$ cat config.mk
export PLATFORM = sky130hd
export DESIGN_NAME = i2c_addr_match
export DESIGN_NICKNAME = d
export VERILOG_FILES = /design/src/rtl/i2cam_pkg.sv /design/src/rtl/i2cam_edge_det.sv /design/src/rtl/i2cam_bit_shifter.sv /design/src/rtl/i2cam_addr_cmp.sv /design/src/rtl/i2c_addr_match.sv
export SDC_FILE = /design/constraint.sdc
export NUM_CORES = 1
export LEC_CHECK = 0
export ABC_AREA = 1
export CAP_MARGIN = 10
export CORE_MARGIN = 1
export CORE_UTILIZATION = 60
export CTS_BUF_LIST = sky130_fd_sc_hd__clkbuf_16
export CTS_CLUSTER_SIZE = 30
export DETAILED_ROUTE_END_ITERATION = 8
export DONT_BUFFER_PORTS = 1
export MAX_ROUTING_LAYER = met4
export PLACE_DENSITY = 0.76
export RECOVER_POWER = 100
export SYNTH_ARGS = -nofsm -noshare
export SYNTH_HDL_FRONTEND = slang
export SYNTH_SLANG_ARGS = --single-unit
export TNS_END_PERCENT = 10
$ cat constraint.sdc
create_clock -name clk -period 1.75 [get_ports clk]
set_input_delay 0.35 -clock clk [delete_from_list [all_inputs] [get_ports clk]]
set_output_delay 0.35 -clock clk [all_outputs]
set_load 0.05 [all_outputs]
$ cat src/rtl/i2cam_pkg.sv
package i2cam_pkg;
   typedef enum logic [1:0] {
      PH_IDLE = 2'd0,
      PH_ADDR = 2'd1,
      PH_DATA = 2'd2
   } phase_t;
endpackage

$ cat src/rtl/i2cam_edge_det.sv
module i2cam_edge_det #(
   parameter logic IDLE_LVL = 1'b1
) (
   input  logic clk,
   input  logic rst_n,
   input  logic scl,
   input  logic sda,
   output logic scl_rise,
   output logic scl_fall,
   output logic start_det,
   output logic stop_det
);
   logic scl_q;
   logic sda_q;

   always_ff @(posedge clk or negedge rst_n) begin
      if (!rst_n) begin
         scl_q <= IDLE_LVL;
         sda_q <= IDLE_LVL;
      end else begin
         scl_q <= scl;
         sda_q <= sda;
      end
   end

   always_comb begin
      scl_rise  = scl & ~scl_q;
      scl_fall  = ~scl & scl_q;
      start_det = scl & scl_q & sda_q & ~sda;
      stop_det  = scl & scl_q & ~sda_q & sda;
   end
endmodule

$ cat src/rtl/i2cam_bit_shifter.sv
module i2cam_bit_shifter #(
   parameter int BYTE_W = 8
) (
   input  logic              clk,
   input  logic              rst_n,
   input  logic              clr,
   input  logic              scl_rise,
   input  logic              scl_fall,
   input  logic              sda,
   output logic [BYTE_W-1:0] byte_q,
   output logic              byte_full,
   output logic              ninth_fall,
   output logic              first_rise
);
   localparam int SLOTS = BYTE_W + 1;
   localparam int CNT_W = $clog2(SLOTS + 1);
   localparam logic [CNT_W-1:0] LAST_DATA = CNT_W'(BYTE_W);
   localparam logic [CNT_W-1:0] LAST_SLOT = CNT_W'(SLOTS);

   logic [CNT_W-1:0] cnt_q;

   always_ff @(posedge clk or negedge rst_n) begin
      if (!rst_n) begin
         cnt_q  <= '0;
         byte_q <= '0;
      end else if (clr) begin
         cnt_q <= '0;
      end else if (scl_rise) begin
         if (cnt_q < LAST_SLOT) cnt_q <= cnt_q + 1'b1;
         if (cnt_q < LAST_DATA) byte_q <= {byte_q[BYTE_W-2:0], sda};
      end else if (scl_fall && cnt_q == LAST_SLOT) begin
         cnt_q <= '0;
      end
   end

   always_comb begin
      byte_full  = scl_fall && (cnt_q == LAST_DATA) && !clr;
      ninth_fall = scl_fall && (cnt_q == LAST_SLOT) && !clr;
      first_rise = scl_rise && (cnt_q == '0);
   end
endmodule

$ cat src/rtl/i2cam_addr_cmp.sv
module i2cam_addr_cmp #(
   parameter int ADDR_W = 7,
   parameter logic [ADDR_W:0] GC_CODE = '0
) (
   input  logic [ADDR_W:0]   byte_i,
   input  logic [ADDR_W-1:0] own_addr,
   input  logic              gc_en,
   output logic              own_hit,
   output logic              gc_hit
);
   always_comb begin
      own_hit = (byte_i[ADDR_W:1] == own_addr);
      gc_hit  = gc_en && (byte_i == GC_CODE);
   end
endmodule

$ cat src/rtl/i2c_addr_match.sv
module i2c_addr_match
   import i2cam_pkg::*;
#(
   parameter int   ADDR_W   = 7,
   parameter logic ACK_DATA = 1'b1
) (
   input  logic              clk,
   input  logic              rst_n,
   input  logic              enable,
   input  logic              scl_i,
   input  logic              sda_i,
   input  logic [ADDR_W-1:0] own_addr_i,
   input  logic              gc_en_i,
   output logic              sda_pull_o,
   output logic              aas_o,
   output logic              srw_o,
   output logic              tcf_o,
   output logic [ADDR_W:0]   addr_byte_o
);
   localparam int BYTE_W = ADDR_W + 1;
   localparam logic [BYTE_W-1:0] GC_CODE = '0;

   if (ADDR_W != 7) begin : g_bad_width
      $error("i2c_addr_match: ADDR_W must be 7");
   end

   logic scl_rise, scl_fall, start_det, stop_det;
   logic clr;
   logic [BYTE_W-1:0] byte_q;
   logic byte_full, ninth_fall, first_rise;
   logic own_hit, gc_hit, hit;
   logic data_ack;
   phase_t phase_q;
   logic addressed_q, srw_q, ack_q, tcf_q;
   logic [BYTE_W-1:0] abyte_q;

   i2cam_edge_det #(.IDLE_LVL(1'b1)) u_edge (
      .clk(clk), .rst_n(rst_n), .scl(scl_i), .sda(sda_i),
      .scl_rise(scl_rise), .scl_fall(scl_fall),
      .start_det(start_det), .stop_det(stop_det)
   );

   assign clr = !enable || start_det || stop_det;

   i2cam_bit_shifter #(.BYTE_W(BYTE_W)) u_shift (
      .clk(clk), .rst_n(rst_n), .clr(clr),
      .scl_rise(scl_rise), .scl_fall(scl_fall), .sda(sda_i),
      .byte_q(byte_q), .byte_full(byte_full),
      .ninth_fall(ninth_fall), .first_rise(first_rise)
   );

   i2cam_addr_cmp #(.ADDR_W(ADDR_W), .GC_CODE(GC_CODE)) u_cmp (
      .byte_i(byte_q), .own_addr(own_addr_i), .gc_en(gc_en_i),
      .own_hit(own_hit), .gc_hit(gc_hit)
   );

   assign hit = own_hit || gc_hit;

   if (ACK_DATA) begin : g_rx_ack
      assign data_ack = addressed_q && !srw_q;
   end else begin : g_no_rx_ack
      assign data_ack = 1'b0;
   end

   always_ff @(posedge clk or negedge rst_n) begin
      if (!rst_n) begin
         phase_q     <= PH_IDLE;
         addressed_q <= 1'b0;
         srw_q       <= 1'b0;
         ack_q       <= 1'b0;
         tcf_q       <= 1'b0;
         abyte_q     <= '0;
      end else if (!enable || stop_det) begin
         phase_q     <= PH_IDLE;
         addressed_q <= 1'b0;
         srw_q       <= 1'b0;
         ack_q       <= 1'b0;
         tcf_q       <= 1'b0;
      end else if (start_det) begin
         phase_q     <= PH_ADDR;
         addressed_q <= 1'b0;
         srw_q       <= 1'b0;
         ack_q       <= 1'b0;
         tcf_q       <= 1'b0;
      end else begin
         if (first_rise) tcf_q <= 1'b0;
         if (byte_full) begin
            if (phase_q == PH_ADDR && hit) begin
               addressed_q <= 1'b1;
               srw_q       <= byte_q[0];
               abyte_q     <= byte_q;
               ack_q       <= 1'b1;
            end else if (phase_q == PH_DATA && data_ack) begin
               ack_q <= 1'b1;
            end
         end
         if (ninth_fall) begin
            ack_q <= 1'b0;
            if (addressed_q) tcf_q <= 1'b1;
            if (phase_q == PH_ADDR)
               phase_q <= addressed_q ? PH_DATA : PH_IDLE;
         end
      end
   end

   assign sda_pull_o  = ack_q;
   assign aas_o       = addressed_q;
   assign srw_o       = srw_q;
   assign tcf_o       = tcf_q;
   assign addr_byte_o = abyte_q;

   AST_DISABLED_QUIET: assert property (@(posedge clk) disable iff (!rst_n)
      !enable |=> (!sda_pull_o && !aas_o && !tcf_o));
   AST_STOP_CLEARS_AAS: assert property (@(posedge clk) disable iff (!rst_n)
      (enable && stop_det) |=> !aas_o);
   AST_AAS_WITH_ACK: assert property (@(posedge clk) disable iff (!rst_n)
      $rose(aas_o) |-> sda_pull_o);
   AST_GC_NEEDS_EN: assert property (@(posedge clk) disable iff (!rst_n)
      ($rose(aas_o) && addr_byte_o == GC_CODE && own_addr_i != '0) |-> gc_en_i);
   AST_GC_IS_WRITE: assert property (@(posedge clk) disable iff (!rst_n)
      (aas_o && addr_byte_o == GC_CODE) |-> !srw_o);
   AST_TCF_SCL_LOW: assert property (@(posedge clk) disable iff (!rst_n)
      $rose(tcf_o) |-> !scl_i);
   AST_REPSTART_CLEARS: assert property (@(posedge clk) disable iff (!rst_n)
      start_det |=> !aas_o);
endmodule

Yosys cells after proc, flatten, opt, wreduce, memory -nomap -nowiden --
Index checks and enable logic that the tools add are counted.
Operators by class: muxes and demuxes 28, bitwise gates (word level) 14, magnitude comparators 2, reduce and logical (&&, ||, !) cells 31, $add $sub $neg 1, eq/ne operators 6
Operators by type and width (count):
- two-way mux 1 bit | 19
- two-way mux 4 bit | 4
- nonzero test 3 bit | 5
- two-way mux 2 bit | 5
- logical AND 1 bit | 9
- equality test 4 bit, second input constant | 2
- logical NOT 8 bit | 1
- < comparator 4 bit, second input constant | 2
- AND reduction 2 bit | 4
- bitwise AND 1 bit | 7
- equality test 7 bit | 1
- NOT 1 bit | 7
- nonzero test 5 bit | 1
- adder 4 x 1 -> 4 bit, second input constant | 1
- logical NOT 4 bit | 1
- logical OR 1 bit | 4
- AND reduction 4 bit | 1
- nonzero test 4 bit | 1
- logical NOT 1 bit | 3
- inequality test 3 x 2 -> 1 bit, second input constant | 1
- AND reduction 3 bit | 1
- equality test 2 x 1 -> 1 bit, second input constant | 1
- equality test 2 bit, second input constant | 1
Storage, ports and cells: output and inout bits 12, bits in registers 28, bits of input ports 13

Depth between registers and ports, before layout --
depth in word-level cells 11, gate-level depth with buffers 10, gate-level depth less buffers 10

By module --
Synthesis repeated with hierarchy kept, for this count alone.
Second synthesis, totals: cells, all modules 215, area total of the unflattened synthesis 1599.0 um2
By module, submodules not included:
- i2cam_bit_shifter | sequential area each 300.3 um2, times used 1, area each 686.9 um2, cells an instance 85
- i2c_addr_match | sequential area each 350.3 um2, times used 1, area each 649.4 um2, cells an instance 75
- i2cam_addr_cmp | sequential area each 0.0 um2, times used 1, area each 168.9 um2, cells an instance 42
- i2cam_edge_det | sequential area each 52.6 um2, times used 1, area each 93.8 um2, cells an instance 13

Worst setup path after synthesis --
No wires, ideal clock.
kind flip-flop to flip-flop, from register u_edge.sda_q, to register abyte_q[3] (netlist: addr_byte_o[3]), slack 0.230 ns, setup time 0.119 ns, stages on the path, launching flop included 11, buffers on the path 1, arrival 1.401 ns, period minus slack after synthesis 1.520 ns, cell sequence dfstp_2 > inv_1 > nand2_1 > o21ai_1 > nor2_4 > inv_2 > nor2_4 > nand3_4 > buf_6 > nand2_2 > o21ai_2
On the way: longest elaborated chain between the ends 7, elaborated cells on any way between the ends 13, classes of those cells bitwise: 7; reduce/logical: 6
Ends and longest elaborated chain:
- start, declared | RTL line i2cam_edge_det.sv:14 | logic sda_q;
- start signal, assigned | RTL line i2cam_edge_det.sv:19 | sda_q <= IDLE_LVL;
- start signal, assigned | RTL line i2cam_edge_det.sv:22 | sda_q <= sda;
- bitwise AND 1 bit / NOT 1 bit (equally long branches) | RTL line i2cam_edge_det.sv:29, i2cam_edge_det.sv:30
- bitwise AND 1 bit, on equally long branches | RTL line i2cam_edge_det.sv:29, i2cam_edge_det.sv:30
- logical OR 1 bit / bitwise AND 1 bit (equally long branches) | RTL line i2c_addr_match.sv:43, i2cam_edge_det.sv:30
- logical OR 1 bit | RTL line i2c_addr_match.sv:43 | assign clr = !enable || start_det || stop_det;
- logical NOT 1 bit | RTL line i2cam_bit_shifter.sv:37 | byte_full = scl_fall && (cnt_q == LAST_DATA) && !clr;
- logical AND 1 bit | RTL line i2cam_bit_shifter.sv:37
- AND reduction 4 bit (no source line) *
- end signal, assigned | RTL line i2c_addr_match.sv:91 | abyte_q <= byte_q;
- end, declared | RTL line i2c_addr_match.sv:35 | logic [BYTE_W-1:0] abyte_q;
Every way passes the cells marked *; elsewhere a longest branch is shown, timed or not. A chain may end at the register's enable or synchronous reset.

Worst setup path in the final report --
from register u_edge.sda_q, to register abyte_q[1] (netlist: addr_byte_o[1])
Same word-level chain as after synthesis.

==> impl_results.html <==
<table>
<tr><th>Metric</th><th>Value</th></tr>
<tr><th colspan="2">STA</th></tr>
<tr><td>Transition time at the pin with the least slew margin</td><td>683 ps</td></tr>
<tr><td>Final worst clock skew</td><td>4.35 ps</td></tr>
<tr><td>Period Utilization, post-route</td><td>95.0%</td></tr>
<tr><td>Peak clock frequency supported by timing</td><td>0.602 GHz</td></tr>
<tr><td>Relative slew margins</td><td>54.5%</td></tr>
<tr><td>Final count of pins violating max slew</td><td>0</td></tr>
<tr><td>Final Hold Vio Count</td><td>0</td></tr>
<tr><td>Unrepaired setup endpoints after global routing</td><td>yes</td></tr>
<tr><td>Number of endpoints failing setup at the final stage</td><td>0</td></tr>
<tr><td>Shortest period the worst path allows</td><td>1660 ps</td></tr>
<tr><th colspan="2">Logic synthesis</th></tr>
<tr><td>Total of flip-flops plus latches after synthesis</td><td>28</td></tr>
<tr><td>Average footprint of a synthesized cell</td><td>8.16 sq um</td></tr>
<tr><td>Distinct cell type count after synthesis</td><td>24</td></tr>
<tr><td>Yosys synthesis warning count</td><td>0</td></tr>
<tr><td>Sequential fraction of the synthesis area</td><td>between 40% and 50%</td></tr>
<tr><td>Post-Synthesis Net Count</td><td>199</td></tr>
<tr><td>Synth Instances</td><td>183</td></tr>
<tr><td>Cell area after synthesis</td><td>1490 sq um</td></tr>
<tr><th colspan="2">Setup path</th></tr>
<tr><td>Critical path data arrival time</td><td>1820 ps</td></tr>
<tr><td>CP Launch Type</td><td>flop</td></tr>
<tr><td>Largest fanout on the critical path</td><td>9</td></tr>
<tr><td>Critical Path End Type</td><td>flop</td></tr>
<tr><td>Cell-by-cell listing of the critical path</td><td>inv_1 &gt; nand2_1 &gt; o21ai_1 &gt; nor2_4 &gt; inv_2 &gt; nor2_4 &gt; nand3_4 &gt; nand2_1 &gt; o21ai_2</td></tr>
<tr><td>Worst setup path category</td><td>reg2reg</td></tr>
<tr><td>Longest individual stage delay on the worst path</td><td>520 ps</td></tr>
<tr><td>Cell type of the slowest stage on the worst timing path</td><td>sky130_fd_sc_hd__dfstp_2</td></tr>
<tr><td>Required time at the worst-slack endpoint</td><td>~1900 ps</td></tr>
<tr><th colspan="2">Cells and area</th></tr>
<tr><td>Fraction of final layout cells with drive strength greater than 1</td><td>around 15%</td></tr>
<tr><td>Most frequent standard cell in the layout excluding fill and tap cells</td><td>sky130_fd_sc_hd__nand2_1</td></tr>
<tr><td>P&amp;R area growth vs syn</td><td>9.64%</td></tr>
<tr><td>Core utilization of the finished layout</td><td>between 70% and 80%</td></tr>
<tr><td>Diodes inserted</td><td>0</td></tr>
<tr><td>Final instance area</td><td>1640 sq um</td></tr>
<tr><td>Total number of nets in the final design</td><td>205</td></tr>
<tr><td>Most frequent cells in the layout</td><td>sky130_fd_sc_hd__nand2_1, sky130_fd_sc_hd__dfrtp_1, sky130_fd_sc_hd__inv_1, sky130_fd_sc_hd__nor2_1, sky130_fd_sc_hd__o21ai_0</td></tr>
<tr><th colspan="2">CTS</th></tr>
<tr><td>Number of setup buffers added after CTS</td><td>0</td></tr>
<tr><td>H-tree depth</td><td>1</td></tr>
<tr><td>Cts bufs inserted</td><td>3</td></tr>
<tr><td>Clock tree from TritonCTS</td><td>done</td></tr>
<tr><td>Clk sink count</td><td>28</td></tr>
<tr><td>CTS clock-pin slew for the worst setup and hold paths</td><td>70 ps</td></tr>
<tr><td>Master cell of the clock root buffer</td><td>sky130_fd_sc_hd__clkbuf_16</td></tr>
<tr><td>Clock buffer depth</td><td>2</td></tr>
<tr><td>Latest clock arrival within the worst-skew pair</td><td>260 ps</td></tr>
<tr><th colspan="2">Worst hold path</th></tr>
<tr><td>Worst min-delay path class</td><td>in2reg</td></tr>
<tr><th colspan="2">Routing</th></tr>
<tr><td>Overall routed net length</td><td>2860 um</td></tr>
<tr><td>Via density per instance</td><td>5.38</td></tr>
<tr><td>Number of DRC violations after detailed routing</td><td>0</td></tr>
<tr><td>Total iterations of the first detailed-routing run</td><td>4</td></tr>
<tr><td>Routed wire length on met3</td><td>125 um</td></tr>
<tr><td>1st-iter DRT viols</td><td>35</td></tr>
<tr><td>Met2 WL</td><td>1350 um</td></tr>
<tr><td>Antenna-violating nets left</td><td>0</td></tr>
<tr><td>Uppermost signal routing layer after detailed routing</td><td>met4</td></tr>
<tr><td>Routed len/inst</td><td>13.3 um</td></tr>
<tr><td>Routed length on met1</td><td>~1300 um</td></tr>
<tr><td>Total via count in the routed design</td><td>1161</td></tr>
<tr><th colspan="2">Power and ir drop</th></tr>
<tr><td>Fraction of power consumed by sequential logic</td><td>45.9%</td></tr>
<tr><td>Net Sw Power</td><td>0.403 mW</td></tr>
<tr><td>Part of the power in combinational logic</td><td>about an eighth</td></tr>
<tr><td>Post-layout total power</td><td>1.62 mW</td></tr>
<tr><td>Clock group share of total power</td><td>41.7%</td></tr>
<tr><td>IR Drop Worst-Case VDD</td><td>0.802 mV</td></tr>
<tr><td>Areal power density over the cells</td><td>989 nW/um^2</td></tr>
<tr><td>Proportion of total power due to net switching</td><td>24.9%</td></tr>
<tr><td>Lkg Pwr</td><td>0.817 nW</td></tr>
<tr><td>Internal power of the cells</td><td>1.21 mW</td></tr>
<tr><th colspan="2">GRT</th></tr>
<tr><td>Global-route wire length before repair</td><td>4790 um</td></tr>
<tr><td>Largest net degree at the start of global routing</td><td>29</td></tr>
<tr><td>Via count of the first global-routing pass</td><td>1113</td></tr>
<tr><td>Overall Global Routing Usage</td><td>25.5%</td></tr>
<tr><td>Initial antenna violation count</td><td>0</td></tr>
<tr><td>Leftover overflow at the end of global routing</td><td>0</td></tr>
<tr><th colspan="2">Flow run</th></tr>
<tr><td>Max-capacitance violation count</td><td>0</td></tr>
<tr><th colspan="2">Placement</th></tr>
<tr><td>Input/output buffers</td><td>0</td></tr>
<tr><td>Cell area reported after detailed placement</td><td>about 1500 sq um</td></tr>
<tr><td>Final GP Congestion</td><td>0.850</td></tr>
<tr><td>DP HPWL</td><td>slightly above 2000 um</td></tr>
<tr><th colspan="2">Floorplanning</th></tr>
<tr><td>Initial standard-cell utilization of the core</td><td>65.6%</td></tr>
<tr><td>Core area</td><td>approximately 2300 sq um</td></tr>
<tr><td>Full die area</td><td>2690 sq um</td></tr>
<tr><td>IO Count</td><td>25</td></tr>
<tr><td>Width of the chip</td><td>around 52 um</td></tr>
<tr><td>Core Rows</td><td>17</td></tr>
<tr><td>Die height</td><td>51.9 um</td></tr>
<tr><th colspan="2">Run status</th></tr>
<tr><td>Result of the run</td><td>complete, no violations</td></tr>
</table>
## kinds of logic after synthesis
logic type,Yosys count,synth area share (%)
buffers and inverters,30,8.30
adder cells (fa/ha/maj),3,2.51
AND/OR/NAND/NOR,96,29.8
flip-flops,28,47.1
AO/OA/AOI/OAI,26,12.2
## worst paths after layout
| path | start | to | slack, ps | depth (start not counted) |
|---|---|---|---|---|
| max in group asynchronous | rst_n | phase_q[0] | 650 | 2 |
| min in group asynchronous | rst_n | addr_byte_o[4] | 660 | 2 |
| max reg2reg | u_edge.sda_q | addr_byte_o[1] | 90 | 9 |
| max | u_edge.sda_q | addr_byte_o[1] | 90 | 9 |
| min | sda_i | u_edge.sda_q | 80 | 0 |
| min reg2reg | u_shift.cnt_q[1] | u_shift.cnt_q[1] | 540 | 2 |
## worst max-delay path, delay by kind of cell, from the launching register on
family | cells | cell delay, ps
AOI/OAI and AO/OA | 2 | 150
buffers and inverters | 2 | 140
and+or+nand+nor | 5 | 760
DFF | 1 | 520
## metrics by stage
stage          hold slack [ps]  TNS (ps)  cells  worst slack, ps
6_report                  80.3         0    216             87.9
5_1_grt                   70.9     -42.8    216            -27.1
4_1_cts                   77.7         0    215             24.6
3_5_place_dp              55.0         0    209             42.1
3_3_place_gp              54.9         0    209              143
2_1_floorplan             54.4         0    183              230
## synthesized netlist by cell type, drive strengths merged
master / n / area share [%]
nand2: 65 / 17
ha: 3 / 2.5
inv: 28 / 7.0
a21oi: 3 / 1.0
dfrtp: 26 / 44
buf: 2 / 1.3
nor3b: 2 / 1.0
o21bai: 1 / 1.3
o31ai: 2 / 1.0
o21ai: 19 / 8.1
nand4: 2 / 0.84
o22ai: 1 / 0.84
nand3: 11 / 4.9
dfstp: 2 / 3.5
nor3: 1 / 0.67
nor2: 15 / 5.8
## flip-flops by register name, indices dropped and copies added, names as in the netlist
register        count
u_edge.sda_q        1
srw_o               1
tcf_o               1
u_shift.cnt_q       4
u_shift.byte_q      8
addr_byte_o         8
sda_pull_o          1
u_edge.scl_q        1
phase_q             2
aas_o               1
## power groups by stage
stage / logic [mW] / clock network (mW) / registers, mW
detailed placement: 0.187 / 0 / 0.755
floorplan: 0.154 / 0 / 0.744
CTS: 0.208 / 0.683 / 0.743
global placement: 0.178 / 0 / 0.753
finish: 0.201 / 0.674 / 0.743
global route: 0.237 / 0.707 / 0.750
## area by class of cell
type / instances / area (sq um)
flip-flops and latches: 28 / 703
inverters: 28 / 105
well taps: 28 / 35.0
clock inverters: 1 / 30.0
clock buffers: 3 / 75.1
repair buffers: 2 / 15.0
fillers: 170 / 639
multi-input cells: 126 / 673
## layer usage
metal	up-vias	GRT usage [%]
met1	542	31.9
met3	5	6.14
met4	0	9.46
met2	26	40.0
li1	588	-
met5	-	-
## what timing repair did
action / 4_1_cts / 5_1_grt
hold endpoints to repair: 28 / 0
endpoints found under the setup margin: 0 / 11
gates resized for setup: 0 / 1
hold buffers: 2 / 0
Power figures use the tool's default switching activity.
